## config.mk

```make
export PLATFORM = sky130hd
export DESIGN_NAME = wdog_timer
export DESIGN_NICKNAME = d
export VERILOG_FILES = /design/src/rtl/wdog_pkg.sv /design/src/rtl/wdog_regs.sv /design/src/rtl/wdog_scaler.sv /design/src/rtl/wdog_counter.sv /design/src/rtl/wdog_timer.sv
export SDC_FILE = /design/constraint.sdc
export NUM_CORES = 1
export LEC_CHECK = 0
export BUFFER_PORTS_ARGS = -buffer_cell sky130_fd_sc_hd__clkbuf_2
export CELL_PAD_IN_SITES_DETAIL_PLACEMENT = 1
export CELL_PAD_IN_SITES_GLOBAL_PLACEMENT = 1
export CORE_AREA = 2 2 109 111
export CTS_CLUSTER_SIZE = 12
export DETAILED_ROUTE_END_ITERATION = 16
export DIE_AREA = 0 0 111 113
export PLACE_DENSITY_LB_ADDON = 0.1
export SLEW_MARGIN = 20
export SYNTH_ARGS = -nofsm -noshare
export SYNTH_HDL_FRONTEND = slang
export SYNTH_HIERARCHICAL = 1
export SYNTH_SLANG_ARGS = --single-unit
```

## constraint.sdc

```tcl
create_clock -name clk -period 2.1 [get_ports clk]
set_clock_uncertainty 0.2 [all_clocks]
set_input_delay 0.42 -clock clk [delete_from_list [all_inputs] [get_ports clk]]
set_output_delay 0.42 -clock clk [all_outputs]
set_load 0.05 [all_outputs]
```

## src/rtl/wdog_pkg.sv

```systemverilog
package wdog_pkg;

  localparam int PRE_W         = 8;
  localparam int DSEL_W        = 2;
  localparam int DIV_BASE_LOG2 = 4;
  localparam int DIV_CNT_W     = DIV_BASE_LOG2 + (1 << DSEL_W) - 1;

  localparam int OFS_CTRL   = 'h0;
  localparam int OFS_RELOAD = 'h4;
  localparam int OFS_COUNT  = 'h8;

  // control word bit positions
  localparam int BIT_RUN   = 0;
  localparam int BIT_RSTEN = 1;
  localparam int BIT_IRQEN = 2;
  localparam int LSB_DSEL  = 4;
  localparam int LSB_PRE   = 8;

  typedef struct packed {
    logic [PRE_W-1:0]  presc;
    logic [DSEL_W-1:0] dsel;
    logic              irq_en;
    logic              rst_en;
    logic              run;
  } ctrl_t;

  function automatic logic [31:0] ctrl_pack(input ctrl_t c);
    logic [31:0] w;
    w = '0;
    w[BIT_RUN]                    = c.run;
    w[BIT_RSTEN]                  = c.rst_en;
    w[BIT_IRQEN]                  = c.irq_en;
    w[LSB_DSEL +: DSEL_W]         = c.dsel;
    w[LSB_PRE  +: PRE_W]          = c.presc;
    return w;
  endfunction

  function automatic ctrl_t ctrl_unpack(input logic [31:0] w);
    ctrl_t c;
    c.run    = w[BIT_RUN];
    c.rst_en = w[BIT_RSTEN];
    c.irq_en = w[BIT_IRQEN];
    c.dsel   = w[LSB_DSEL +: DSEL_W];
    c.presc  = w[LSB_PRE  +: PRE_W];
    return c;
  endfunction

endpackage

```

## src/rtl/wdog_regs.sv

```systemverilog
module wdog_regs
  import wdog_pkg::*;
#(
  parameter int                CNT_W     = 16,
  parameter int                ADDR_W    = 4,
  parameter int                DATA_W    = 32,
  parameter logic [CNT_W-1:0]  INIT_LOAD = 16'h8000
) (
  input  logic              clk,
  input  logic              rst_ni,
  input  logic              wr_en,
  input  logic [ADDR_W-1:0] addr,
  input  logic [DATA_W-1:0] wdata,
  input  logic [CNT_W-1:0]  cnt_val,
  output ctrl_t             ctrl,
  output logic [CNT_W-1:0]  reload,
  output logic              cnt_wr,
  output logic [CNT_W-1:0]  cnt_wdata,
  output logic [DATA_W-1:0] rdata
);

  localparam ctrl_t CTRL_INIT = '{presc: '1, dsel: '0, irq_en: 1'b0,
                                  rst_en: 1'b1, run: 1'b1};

  logic hit_ctrl, hit_reload, hit_count;
  ctrl_t            ctrl_d;
  logic [CNT_W-1:0] reload_d;
  logic [31:0]      wword;
  logic             unused_wdata_bits;

  assign hit_ctrl   = (addr == ADDR_W'(OFS_CTRL));
  assign hit_reload = (addr == ADDR_W'(OFS_RELOAD));
  assign hit_count  = (addr == ADDR_W'(OFS_COUNT));

  assign wword             = 32'(wdata);
  assign unused_wdata_bits = ^wword;

  // next state
  always_comb begin
    ctrl_d   = ctrl;
    reload_d = reload;
    if (wr_en && hit_ctrl)   ctrl_d   = ctrl_unpack(wword);
    if (wr_en && hit_reload) reload_d = wword[CNT_W-1:0];
  end

  // registers
  always_ff @(posedge clk or negedge rst_ni) begin
    if (!rst_ni) begin
      ctrl   <= CTRL_INIT;
      reload <= INIT_LOAD;
    end else begin
      ctrl   <= ctrl_d;
      reload <= reload_d;
    end
  end

  assign cnt_wr    = wr_en && hit_count;
  assign cnt_wdata = wword[CNT_W-1:0];

  // read mux
  always_comb begin
    rdata = '0;
    if (hit_ctrl)   rdata = DATA_W'(ctrl_pack(ctrl));
    if (hit_reload) rdata = DATA_W'(reload);
    if (hit_count)  rdata = DATA_W'(cnt_val);
  end

  AST_RELOAD_WRITE: assert property (@(posedge clk) disable iff (!rst_ni)
    (wr_en && hit_reload) |=> reload == $past(wword[CNT_W-1:0]));
  AST_STRAY_WRITE: assert property (@(posedge clk) disable iff (!rst_ni)
    (wr_en && !hit_ctrl && !hit_reload) |=> ($stable(reload) && $stable(ctrl)));

endmodule

```

## src/rtl/wdog_scaler.sv

```systemverilog
module wdog_scaler
  import wdog_pkg::*;
(
  input  logic              clk,
  input  logic              rst_ni,
  input  logic              run,
  input  logic              restart,
  input  logic [PRE_W-1:0]  presc,
  input  logic [DSEL_W-1:0] dsel,
  output logic              tick
);

  logic [PRE_W-1:0]     pre_q, pre_d;
  logic [DIV_CNT_W-1:0] div_q, div_d;
  logic [DIV_CNT_W-1:0] div_term;
  logic                 pre_hit, div_hit;

  // terminal count of the fixed divider for each select value
  assign div_term = DIV_CNT_W'((1 << (DIV_BASE_LOG2 + int'(dsel))) - 1);

  // >= keeps the stages from running past a freshly lowered limit
  assign pre_hit = (pre_q >= presc);
  assign div_hit = (div_q >= div_term);
  assign tick    = run && pre_hit && div_hit;

  always_comb begin
    pre_d = pre_q;
    div_d = div_q;
    if (!run || restart) begin
      pre_d = '0;
      div_d = '0;
    end else if (pre_hit) begin
      pre_d = '0;
      div_d = div_hit ? '0 : div_q + 1'b1;
    end else begin
      pre_d = pre_q + 1'b1;
    end
  end

  always_ff @(posedge clk or negedge rst_ni) begin
    if (!rst_ni) begin
      pre_q <= '0;
      div_q <= '0;
    end else begin
      pre_q <= pre_d;
      div_q <= div_d;
    end
  end

  AST_TICK_SPACED: assert property (@(posedge clk) disable iff (!rst_ni)
    tick |=> !tick);
  AST_RESTART_FULL: assert property (@(posedge clk) disable iff (!rst_ni)
    restart |=> !tick);
  AST_HALT_NO_TICK: assert property (@(posedge clk) disable iff (!rst_ni)
    !run |=> (pre_q == '0 && div_q == '0));

endmodule

```

## src/rtl/wdog_counter.sv

```systemverilog
module wdog_counter #(
  parameter int               CNT_W     = 16,
  parameter int               RST_LEN   = 8,
  parameter logic [CNT_W-1:0] INIT_LOAD = 16'h8000
) (
  input  logic             clk,
  input  logic             rst_ni,
  input  logic             tick,
  input  logic             wr,
  input  logic [CNT_W-1:0] wdata,
  input  logic [CNT_W-1:0] reload,
  input  logic             rst_en,
  input  logic             irq_en,
  output logic [CNT_W-1:0] cnt,
  output logic             irq_o,
  output logic             rst_o
);

  localparam int RC_W = $clog2(RST_LEN + 1);

  logic [CNT_W-1:0] cnt_d;
  logic [RC_W-1:0]  rc_q, rc_d;
  logic             irq_d;
  logic             expire;

  assign expire = tick && !wr && (cnt == '0);

  always_comb begin
    cnt_d = cnt;
    if (wr)                cnt_d = wdata;
    else if (tick)         cnt_d = (cnt == '0) ? reload : cnt - 1'b1;
  end

  always_comb begin
    irq_d = expire && irq_en;
    rc_d  = rc_q;
    if (expire && rst_en)  rc_d = RC_W'(RST_LEN);
    else if (rc_q != '0)   rc_d = rc_q - 1'b1;
  end

  always_ff @(posedge clk or negedge rst_ni) begin
    if (!rst_ni) begin
      cnt   <= INIT_LOAD;
      rc_q  <= '0;
      irq_o <= 1'b0;
    end else begin
      cnt   <= cnt_d;
      rc_q  <= rc_d;
      irq_o <= irq_d;
    end
  end

  assign rst_o = (rc_q != '0);

  AST_DECREMENT: assert property (@(posedge clk) disable iff (!rst_ni)
    (tick && !wr && cnt != '0) |=> cnt == $past(cnt) - 1'b1);
  AST_RELOAD_ON_EXPIRY: assert property (@(posedge clk) disable iff (!rst_ni)
    (tick && !wr && cnt == '0) |=> cnt == $past(reload));
  AST_KEEPALIVE_LOAD: assert property (@(posedge clk) disable iff (!rst_ni)
    wr |=> cnt == $past(wdata));
  AST_HOLD_IDLE: assert property (@(posedge clk) disable iff (!rst_ni)
    (!tick && !wr) |=> $stable(cnt));
  AST_IRQ_ONE_CYCLE: assert property (@(posedge clk) disable iff (!rst_ni)
    irq_o |=> !irq_o);
  AST_IRQ_GATED: assert property (@(posedge clk) disable iff (!rst_ni)
    irq_o |-> $past(irq_en && tick));
  AST_RST_CAUSE: assert property (@(posedge clk) disable iff (!rst_ni)
    $rose(rst_o) |-> $past(rst_en && tick));

endmodule

```

## src/rtl/wdog_timer.sv

```systemverilog
module wdog_timer
  import wdog_pkg::*;
#(
  parameter int               CNT_W       = 16,
  parameter int               ADDR_W      = 4,
  parameter int               DATA_W      = 32,
  parameter int               RST_LEN     = 8,
  parameter int               SYNC_STAGES = 2,
  parameter logic [CNT_W-1:0] INIT_LOAD   = 16'h8000
) (
  input  logic              clk,
  input  logic              rst_n,
  input  logic              bus_wr_en,
  input  logic [ADDR_W-1:0] bus_addr,
  input  logic [DATA_W-1:0] bus_wdata,
  output logic [DATA_W-1:0] bus_rdata,
  output logic              wdt_rst_o,
  output logic              wdt_irq_o
);

  logic [SYNC_STAGES-1:0] sync_q, sync_d;
  logic                   rst_ni;

  generate
    if (SYNC_STAGES > 1) begin : g_sync_chain
      assign sync_d = {sync_q[SYNC_STAGES-2:0], 1'b1};
    end else begin : g_sync_single
      assign sync_d = 1'b1;
    end
  endgenerate

  always_ff @(posedge clk or negedge rst_n) begin
    if (!rst_n) sync_q <= '0;
    else        sync_q <= sync_d;
  end

  assign rst_ni = sync_q[SYNC_STAGES-1];

  ctrl_t            ctrl;
  logic [CNT_W-1:0] reload, cnt_val, cnt_wdata;
  logic             cnt_wr, tick;

  wdog_regs #(
    .CNT_W(CNT_W), .ADDR_W(ADDR_W), .DATA_W(DATA_W), .INIT_LOAD(INIT_LOAD)
  ) u_regs (
    .clk(clk), .rst_ni(rst_ni), .wr_en(bus_wr_en), .addr(bus_addr),
    .wdata(bus_wdata), .cnt_val(cnt_val), .ctrl(ctrl), .reload(reload),
    .cnt_wr(cnt_wr), .cnt_wdata(cnt_wdata), .rdata(bus_rdata)
  );

  wdog_scaler u_scaler (
    .clk(clk), .rst_ni(rst_ni), .run(ctrl.run), .restart(cnt_wr),
    .presc(ctrl.presc), .dsel(ctrl.dsel), .tick(tick)
  );

  wdog_counter #(
    .CNT_W(CNT_W), .RST_LEN(RST_LEN), .INIT_LOAD(INIT_LOAD)
  ) u_counter (
    .clk(clk), .rst_ni(rst_ni), .tick(tick), .wr(cnt_wr), .wdata(cnt_wdata),
    .reload(reload), .rst_en(ctrl.rst_en), .irq_en(ctrl.irq_en),
    .cnt(cnt_val), .irq_o(wdt_irq_o), .rst_o(wdt_rst_o)
  );

  AST_NO_EXPIRY_HALTED: assert property (@(posedge clk) disable iff (!rst_ni)
    (!ctrl.run && !wdt_rst_o) |=> !wdt_irq_o);
  AST_BOTH_TOGETHER: assert property (@(posedge clk) disable iff (!rst_ni)
    (wdt_irq_o && ctrl.rst_en && $past(ctrl.rst_en)) |-> $rose(wdt_rst_o) || $past(wdt_rst_o));

endmodule

```

==> metrics.md, run 1 <==
| Metric | Value |
|---|---|
| Outcome | `complete, but fails checks` |
| Failing checks | `negative setup slack` |
| Yosys cell types | `65` |
| Util after Layout | `59.88%` |
| Peak VDD IR | `0.3610 mV` |
| Critical Path End Type | `register` |
| WS Path Type | `register to register` |
| Static Leakage | `3.034 nW` |
| Critical Path Fanout Max | `6` |
| Seq/Total Area, Yosys | `38.22%` |
| RSZ-0062 raised after global routing | `yes` |
| Sum Neg Setup Slack | `-9053 ps` |
| Die Footprint | `12540 um2` |
| Mapped Cells | `441` |
| MaxCap Viol Count | `0` |
| Vias in the first global route | `4234` |
| Final WS setup | `-330.1 ps` |
| Slew Limit Fails | `0` |
| First-pass iteration count of the detailed router | `4` |
| Post-route ant nets | `0` |
| Placed insts | `672` |
| Std cell rows | `39` |
| I/O Pins | `73` |
| Die width | `111 um` |
| Largest net degree at the start of global routing | `66` |
| Initial antenna violation count | `0` |
| CTS clock-pin slew for the worst setup and hold paths | `60 ps` |
| Placer Congestion | `0.8188` |
| Synth warn | `6` |
| Port Buf Inserts | `40` |
| GRT overflow | `0` |
| DR WL met3 | `379 um` |
| Tcrit/Tclk final | `115.7%` |
| Min Tclk post-route | `2430 ps` |
| First-pass GRT wire length | `22.59 mm` |
| Main synth FF type | `dfrtp_1` |
| Total CTS buffers | `9` |
| CTS tree | `built` |
| Worst EP required | `2180 ps` |
| Share of cells above drive strength 1 | `55.73%` |
| DR vias/cell | `5.482` |
| Clock Tree Buf Depth | `2` |
| WL/cell | `19.71 um` |
| Htree depth | `3` |
| Clock Sinks | `67` |
| # setup viols final | `50` |
| Hold Path Class | `register to async pin` |
| Layout Cells excl Fill | `710` |
| DR WL met2 | `7.313 mm` |
| Routed Wire Length | `14.00 mm` |
| DR top layer | `met4` |
| GRT Resource Usage Total | `22.97%` |
| Final instance area | `6750 um2` |
| Chip height | `113 um` |
| Synthesized flop and latch total | `67` |
| Root Driver | `clkbuf_16` |
| Nets@finish | `618` |
| Starting Density | `39.26%` |
| Fraction of registers with async set/reset | `100.0%` |
| ANT cells | `0` |
| Dpl hpwl | `9.756 mm` |
| Data arrival, critical path | `2510 ps` |
| Final Power | `5.314 mW` |
| FMAX | `0.4115 GHz` |
| # DRC | `0` |
| Post-DP Area | `5612 um2` |
| DRT met1 WL | `6.010 mm` |
| Syn avg cell area | `10.04 um2` |
| Mapped Area | `4425 um2` |
| Power Dens Cells | `787.2 nW/um2` |
| Final hold vios | `0` |
| Via count | `3892` |
| Post-synth EDFFs | `0` |
| Core area | `11270 um2` |
| DRT iter0 DRCs | `90` |
| Synthesis-to-layout area growth | `52.53%` |
| Critical Path Source Type | `register` |
| Clock latency at the later pin of the worst-skew pair | `330 ps` |
through the flow:
stage	setup slack (ps)	hold slack, ps
global route	-439.5	130.9
CTS	-323.4	104.9
detailed placement	-462.9	8.964
global placement	-358.0	6.311
finish	-330.1	79.44
floorplan	-315.9	-75.59
synthesized netlist by cell type, types with 12 or more instances:
master / n / share of area [%]
a21oi_1: 19 / 2.1
a2bb2oi_1: 13 / 2.6
buf_4: 34 / 5.8
clkbuf_1: 13 / 1.1
dfrtp_1: 55 / 31
dfstp_2: 12 / 7.1
ha_1: 17 / 4.8
inv_1: 16 / 1.4
mux2_4: 20 / 6.8
nand2_1: 24 / 2.0
nor2_1: 19 / 1.6
nor3_1: 14 / 1.6
nor3b_1: 14 / 2.4
o21ai_0: 17 / 1.9
o21ai_1: 20 / 2.3
per-layer routing:
metal  track usage (%)  up-vias
li1                  -     1825
met1             29.02     1986
met2             40.12       60
met3             2.678       21
met4             9.583        0
met5                 0        -
cell usage in the layout (no fill, tap or decap), types with 8 or more instances in the layout:
master / count
mux2_4: 20
ha_1: 9
a2bb2oi_4: 13
a21oi_1: 15
nand3_1: 9
nor3_1: 13
dfstp_2: 12
dfrtp_1: 53
o21ai_1: 25
o21ai_2: 11
nor3b_1: 12
nor2_2: 9
inv_1: 9
clkbuf_2: 20
buf_8: 14
buf_12: 15
conb_1: 17
clkbuf_16: 10
and3_1: 9
buf_4: 84
nor2_1: 8
nand2_4: 14
buf_6: 14
mux2_2: 9
cells by family (layout without fill, tap and decap cells):
family / after synthesis / after routing / synth area share (%)
xor+xnor: 12 / 12 / 2.375
fa+ha+maj: 17 / 17 / 4.806
flops: 67 / 67 / 38.22
compound gates: 108 / 108 / 16.43
simple gates: 131 / 131 / 17.81
buf+inv: 72 / 183 / 10.43
other cells: 2 / 17 / 0.1697
mux: 32 / 32 / 9.754
what timing repair did:
action,CTS,global route
pin swaps,22,23
hold buffers,1,0
endpoints found under the setup margin,53,52
buffers inserted,16,7
gates cloned,2,0
resized for setup,99,61
hold endpoints to repair,2,0
critical path: stages (launching register included):
cell      delay, ps
dfstp_2         540
inv_2            50
ha_4            250
o211ai_1        140
nor2_4          150
a21oi_4          80
nor3b_4         230
nor2b_4         340
and3_4          270
nand2b_4        120
flip-flops by register name, summed over array words and instances (netlist names):
| signal | count |
|---|---|
| sync_q | 2 |
| u_counter/irq_o | 1 |
| u_counter/cnt | 16 |
| u_scaler/pre_q | 8 |
| u_scaler/div_q | 7 |
| u_regs/ctrl | 13 |
| u_counter/rc_q | 4 |
| u_regs/reload | 16 |
worst paths after layout:
check,start,to,slack (ps),cells after the start
setup / recovery,u_regs/ctrl[10],u_counter/rc_q[3],-330,9
hold / removal,sync_q[1],u_scaler/div_q[6],80,1
setup reg to reg,u_regs/ctrl[10],u_counter/rc_q[3],-330,9
hold reg to reg,sync_q[1],u_scaler/div_q[6],80,1
max in group asynchronous,sync_q[1],u_regs/ctrl[5],1290,1
min in group clk,bus_wdata[6],u_regs/reload[6],150,2
area by class of cell:
cell class	count	area [um2]
repair buffers	151	1489
clock buffers	10	229.0
multi-input cells	317	3009
well taps	143	178.9
fillers	1171	4522
clock inverters	6	90.09
flip-flops and latches	67	1694
inverters	16	60.06
power breakdown:
group	total (mW)	switching, mW	internal, mW
registers	1.76	0.215	1.54
clock network	1.62	0.577	1.04
logic	1.94	0.960	0.981
Note: power is estimated with default switching activity, not from simulation.
==> run 2, diff against run 1 <==
--- a/config.mk
+++ b/config.mk
@@ -8,12 +8,14 @@
 export BUFFER_PORTS_ARGS = -buffer_cell sky130_fd_sc_hd__clkbuf_2
 export CELL_PAD_IN_SITES_DETAIL_PLACEMENT = 1
 export CELL_PAD_IN_SITES_GLOBAL_PLACEMENT = 1
-export CORE_AREA = 2 2 109 111
+export CORE_AREA = 2 2 107 109
+export CTS_BUF_LIST = sky130_fd_sc_hd__clkbuf_8
 export CTS_CLUSTER_SIZE = 12
 export DETAILED_ROUTE_END_ITERATION = 16
-export DIE_AREA = 0 0 111 113
+export DIE_AREA = 0 0 109 111
+export GPL_TIMING_DRIVEN = 0
 export PLACE_DENSITY_LB_ADDON = 0.1
-export SLEW_MARGIN = 20
+export SLEW_MARGIN = 5
 export SYNTH_ARGS = -nofsm -noshare
 export SYNTH_HDL_FRONTEND = slang
 export SYNTH_HIERARCHICAL = 1
==> metrics.md, run 2 (synthesis gave the netlist of run 1 again) <==
| Metric | Value |
|---|---|
| Outcome | `complete, but fails checks (unchanged)` |
| Failing checks | `negative setup slack (unchanged)` |
| Peak VDD IR | `0.4184 mV (was 0.3610 mV)` |
| Critical Path Fanout Max | `4 (was 6)` |
| Worst path bufs/invs | `3 (was 1)` |
| Multi-input gate area | `3123 um2 (was 3009 um2)` |
| Reg2reg path depth | `11 (was 9)` |
| MaxCap Viol Count | `0 (unchanged)` |
| CP top delay family | `simple AND/OR/NAND/NOR gates (unchanged)` |
| Clock Sinks | `67 (unchanged)` |
| Hold Path Class | `register to async pin (unchanged)` |
| ANT cells | `0 (unchanged)` |
| Placed insts | `640 (was 672)` |
| Placer Congestion | `0.8508 (was 0.8188)` |
| RSZ-0062 raised after global routing | `yes (unchanged)` |
| Root Driver | `clkbuf_8 (was clkbuf_16)` |
| Layout fillers | `1134 (was 1171)` |
| Commonest cells after routing, fill and taps aside | `59 x buf_4, 49 x dfrtp_1, 24 x buf_8, 22 x clkbuf_2, 20 x mux2_4 (was 84 x buf_4, 53 x dfrtp_1, 25 x o21ai_1, 20 x clkbuf_2, 20 x mux2_4)` |
| Starting Density | `39.95% (was 39.26%)` |
| Htree depth | `3 (unchanged)` |
| Worst-Margin Slew | `1000 ps` |
| First-pass iteration count of the detailed router | `4 (unchanged)` |
| Routed Wire Length | `14.84 mm (was 14.00 mm)` |
| Core area | `11080 um2 (was 11270 um2)` |
| Most used cell, CP | `buf_6` |
| Reg area | `1702 um2 (was 1694 um2)` |
| GRT Resource Usage Total | `25.20% (was 22.97%)` |
| Final hold vios | `0 (unchanged)` |
| Die Footprint | `12100 um2 (was 12540 um2)` |
| # setup viols final | `40 (was 50)` |
| Data arrival, critical path | `2710 ps (was 2510 ps)` |
| FMAX | `0.3858 GHz (was 0.4115 GHz)` |
| DRT iter0 DRCs | `111 (was 90)` |
| Largest regs | `u_counter/cnt (16), u_regs/reload (16), u_regs/ctrl (13) (unchanged)` |
| Static Leakage | `2.962 nW (was 3.034 nW)` |
| R2r startpoint | `u_regs/ctrl[12] (was u_regs/ctrl[10])` |
| Tcrit/Tclk final | `123.4% (was 115.7%)` |
| Layout Cells excl Fill | `703 (was 710)` |
| Slew margin rel. | `32.70%` |
| Critical Path Source Type | `register (unchanged)` |
| Total CTS buffers | `9 (unchanged)` |
| Clock Tree Buf Depth | `2 (unchanged)` |
| Min Tclk post-route | `2592 ps (was 2430 ps)` |
| Largest net degree at the start of global routing | `53 (was 66)` |
| Vias in the first global route | `4142 (was 4234)` |
| Share of cells above drive strength 1 | `57.86% (was 55.73%)` |
| First-pass GRT wire length | `22.95 mm (was 22.59 mm)` |
| Sum Neg Setup Slack | `-9413 ps (was -9053 ps)` |
| Final WS setup | `-492.0 ps (was -330.1 ps)` |
| Commonest non-fill, non-tap cell in the layout | `buf_4 (unchanged)` |
| CTS clock-pin slew for the worst setup and hold paths | `80 ps (was 60 ps)` |
| Die width | `109 um (was 111 um)` |
| CTS tree | `built (unchanged)` |
| R2R Path End | `u_counter/rc_q[3] (unchanged)` |
| Initial antenna violation count | `0 (unchanged)` |
| Power Dens Cells | `697.2 nW/um2 (was 787.2 nW/um2)` |
| Post-route ant nets | `0 (unchanged)` |
| Nets@finish | `611 (was 618)` |
| GRT overflow | `0 (unchanged)` |
| Largest stage delay on the critical path | `560 ps (was 540 ps)` |
| Worst EP required | `2210 ps (was 2180 ps)` |
| Critical Path End Type | `register (unchanged)` |
| # DRC | `0 (unchanged)` |
| Via count | `3900 (was 3892)` |
| Slew Limit Fails | `0 (unchanged)` |
| R2R setup slack | `-490 ps (was -330 ps)` |
| CP Cell Sequence | `inv_2, ha_4, nand2_1, o21ai_1, a21oi_2, buf_6, nor3b_4, nor2b_4, buf_6, and3_4, nand2b_4 (was inv_2, ha_4, o211ai_1, nor2_4, a21oi_4, nor3b_4, nor2b_4, and3_4, nand2b_4)` |
| WL/cell | `21.11 um (was 19.71 um)` |
| Clock latency at the later pin of the worst-skew pair | `370 ps (was 330 ps)` |
| Dpl hpwl | `9.410 mm (was 9.756 mm)` |
| Slowest cell on crit path | `dfstp_2 (unchanged)` |
| I/O Pins | `73 (unchanged)` |
| Port Buf Inserts | `40 (unchanged)` |
| Chip height | `111 um (was 113 um)` |
| WS Path Type | `register to register (unchanged)` |
| Synthesis-to-layout area growth | `51.43% (was 52.53%)` |
| DR vias/cell | `5.548 (was 5.482)` |
| Std cell rows | `39 (unchanged)` |
## run 2: cell count changes in the layout (fill, tap and decap cells not counted), sizes merged
cell,change
clkinv,-2
buf,-21
clkbuf,+14
bufinv,-1
dlygate4sd3,+2
clkinvlp,-1
inv,+2
## run 2: final cells by class
| class | count | area share (%) |
|---|---|---|
| multi-input combinational | 317 | 46.60 |
| sequential | 67 | 25.39 |
| timing repair buffer | 90 | 14.12 |
| buffer | 54 | 7.226 |
| tap | 143 | 2.670 |
| clock buffer | 12 | 2.465 |
| inverter | 16 | 0.8962 |
| clock inverter | 4 | 0.6348 |
## run 2: worst reg2reg max path, stage by stage, from the launching register on
cell and delay, ps:
dfstp_2 560, inv_2 60, ha_4 260, nand2_1 70
o21ai_1 150, a21oi_2 60, buf_6 130, nor3b_4 280
nor2b_4 300, buf_6 130, and3_4 210, nand2b_4 120
## run 2: what timing repair did
action                                 4_1_cts  5_1_grt
setup buffers                               31       11
hold buffers                                 3        0
resized for setup                          119      111
endpoints found under the hold margin       10        0
setup endpoints to repair                   53       53
cloned                                       5        1
pin swaps                                   22       43
## run 2: report_power, final
group	internal [mW]	switching (mW)	total, mW
combinational	0.835	0.831	1.67
clock	0.636	0.515	1.15
sequential	1.54	0.314	1.86
## run 2: layer usage
layer / track usage, % / vias up / routed length, um
li1: - / 1802 / -
met1: 31.90 / 1986 / 6357
met2: 41.95 / 78 / 7629
met3: 4.997 / 34 / 415
met4: 9.487 / 0 / 435
met5: 0 / - / 0
## run 2: per-stage QoR
step                      utilization, %  worst slack (ps)  power (mW)  hold slack [ps]  cell area (um2)
after global routing               60.50            -574.6       4.933            91.54             6701
final                              60.50            -492.0       4.672            100.0             6701
after detailed placement           47.26            -925.9       3.138           -12.25             5235
after CTS                          56.43            -488.9       4.535            85.73             6251
after floorplan                        -            -315.9       2.793           -75.59             4826
after global placement             46.99            -864.0       3.079            6.035             5205
## run 2: how the worst max path moves through the flow
stage                           from                end  cells after the start
global route          u_regs/ctrl[4]  u_counter/rc_q[3]                     10
floorplan           u_counter/cnt[4]   u_counter/cnt[0]                      8
CTS                   u_regs/ctrl[9]  u_counter/cnt[15]                     11
detailed placement       bus_addr[1]      bus_rdata[14]                      6
finish               u_regs/ctrl[12]  u_counter/rc_q[3]                     11
global placement         bus_addr[1]      bus_rdata[14]                      6
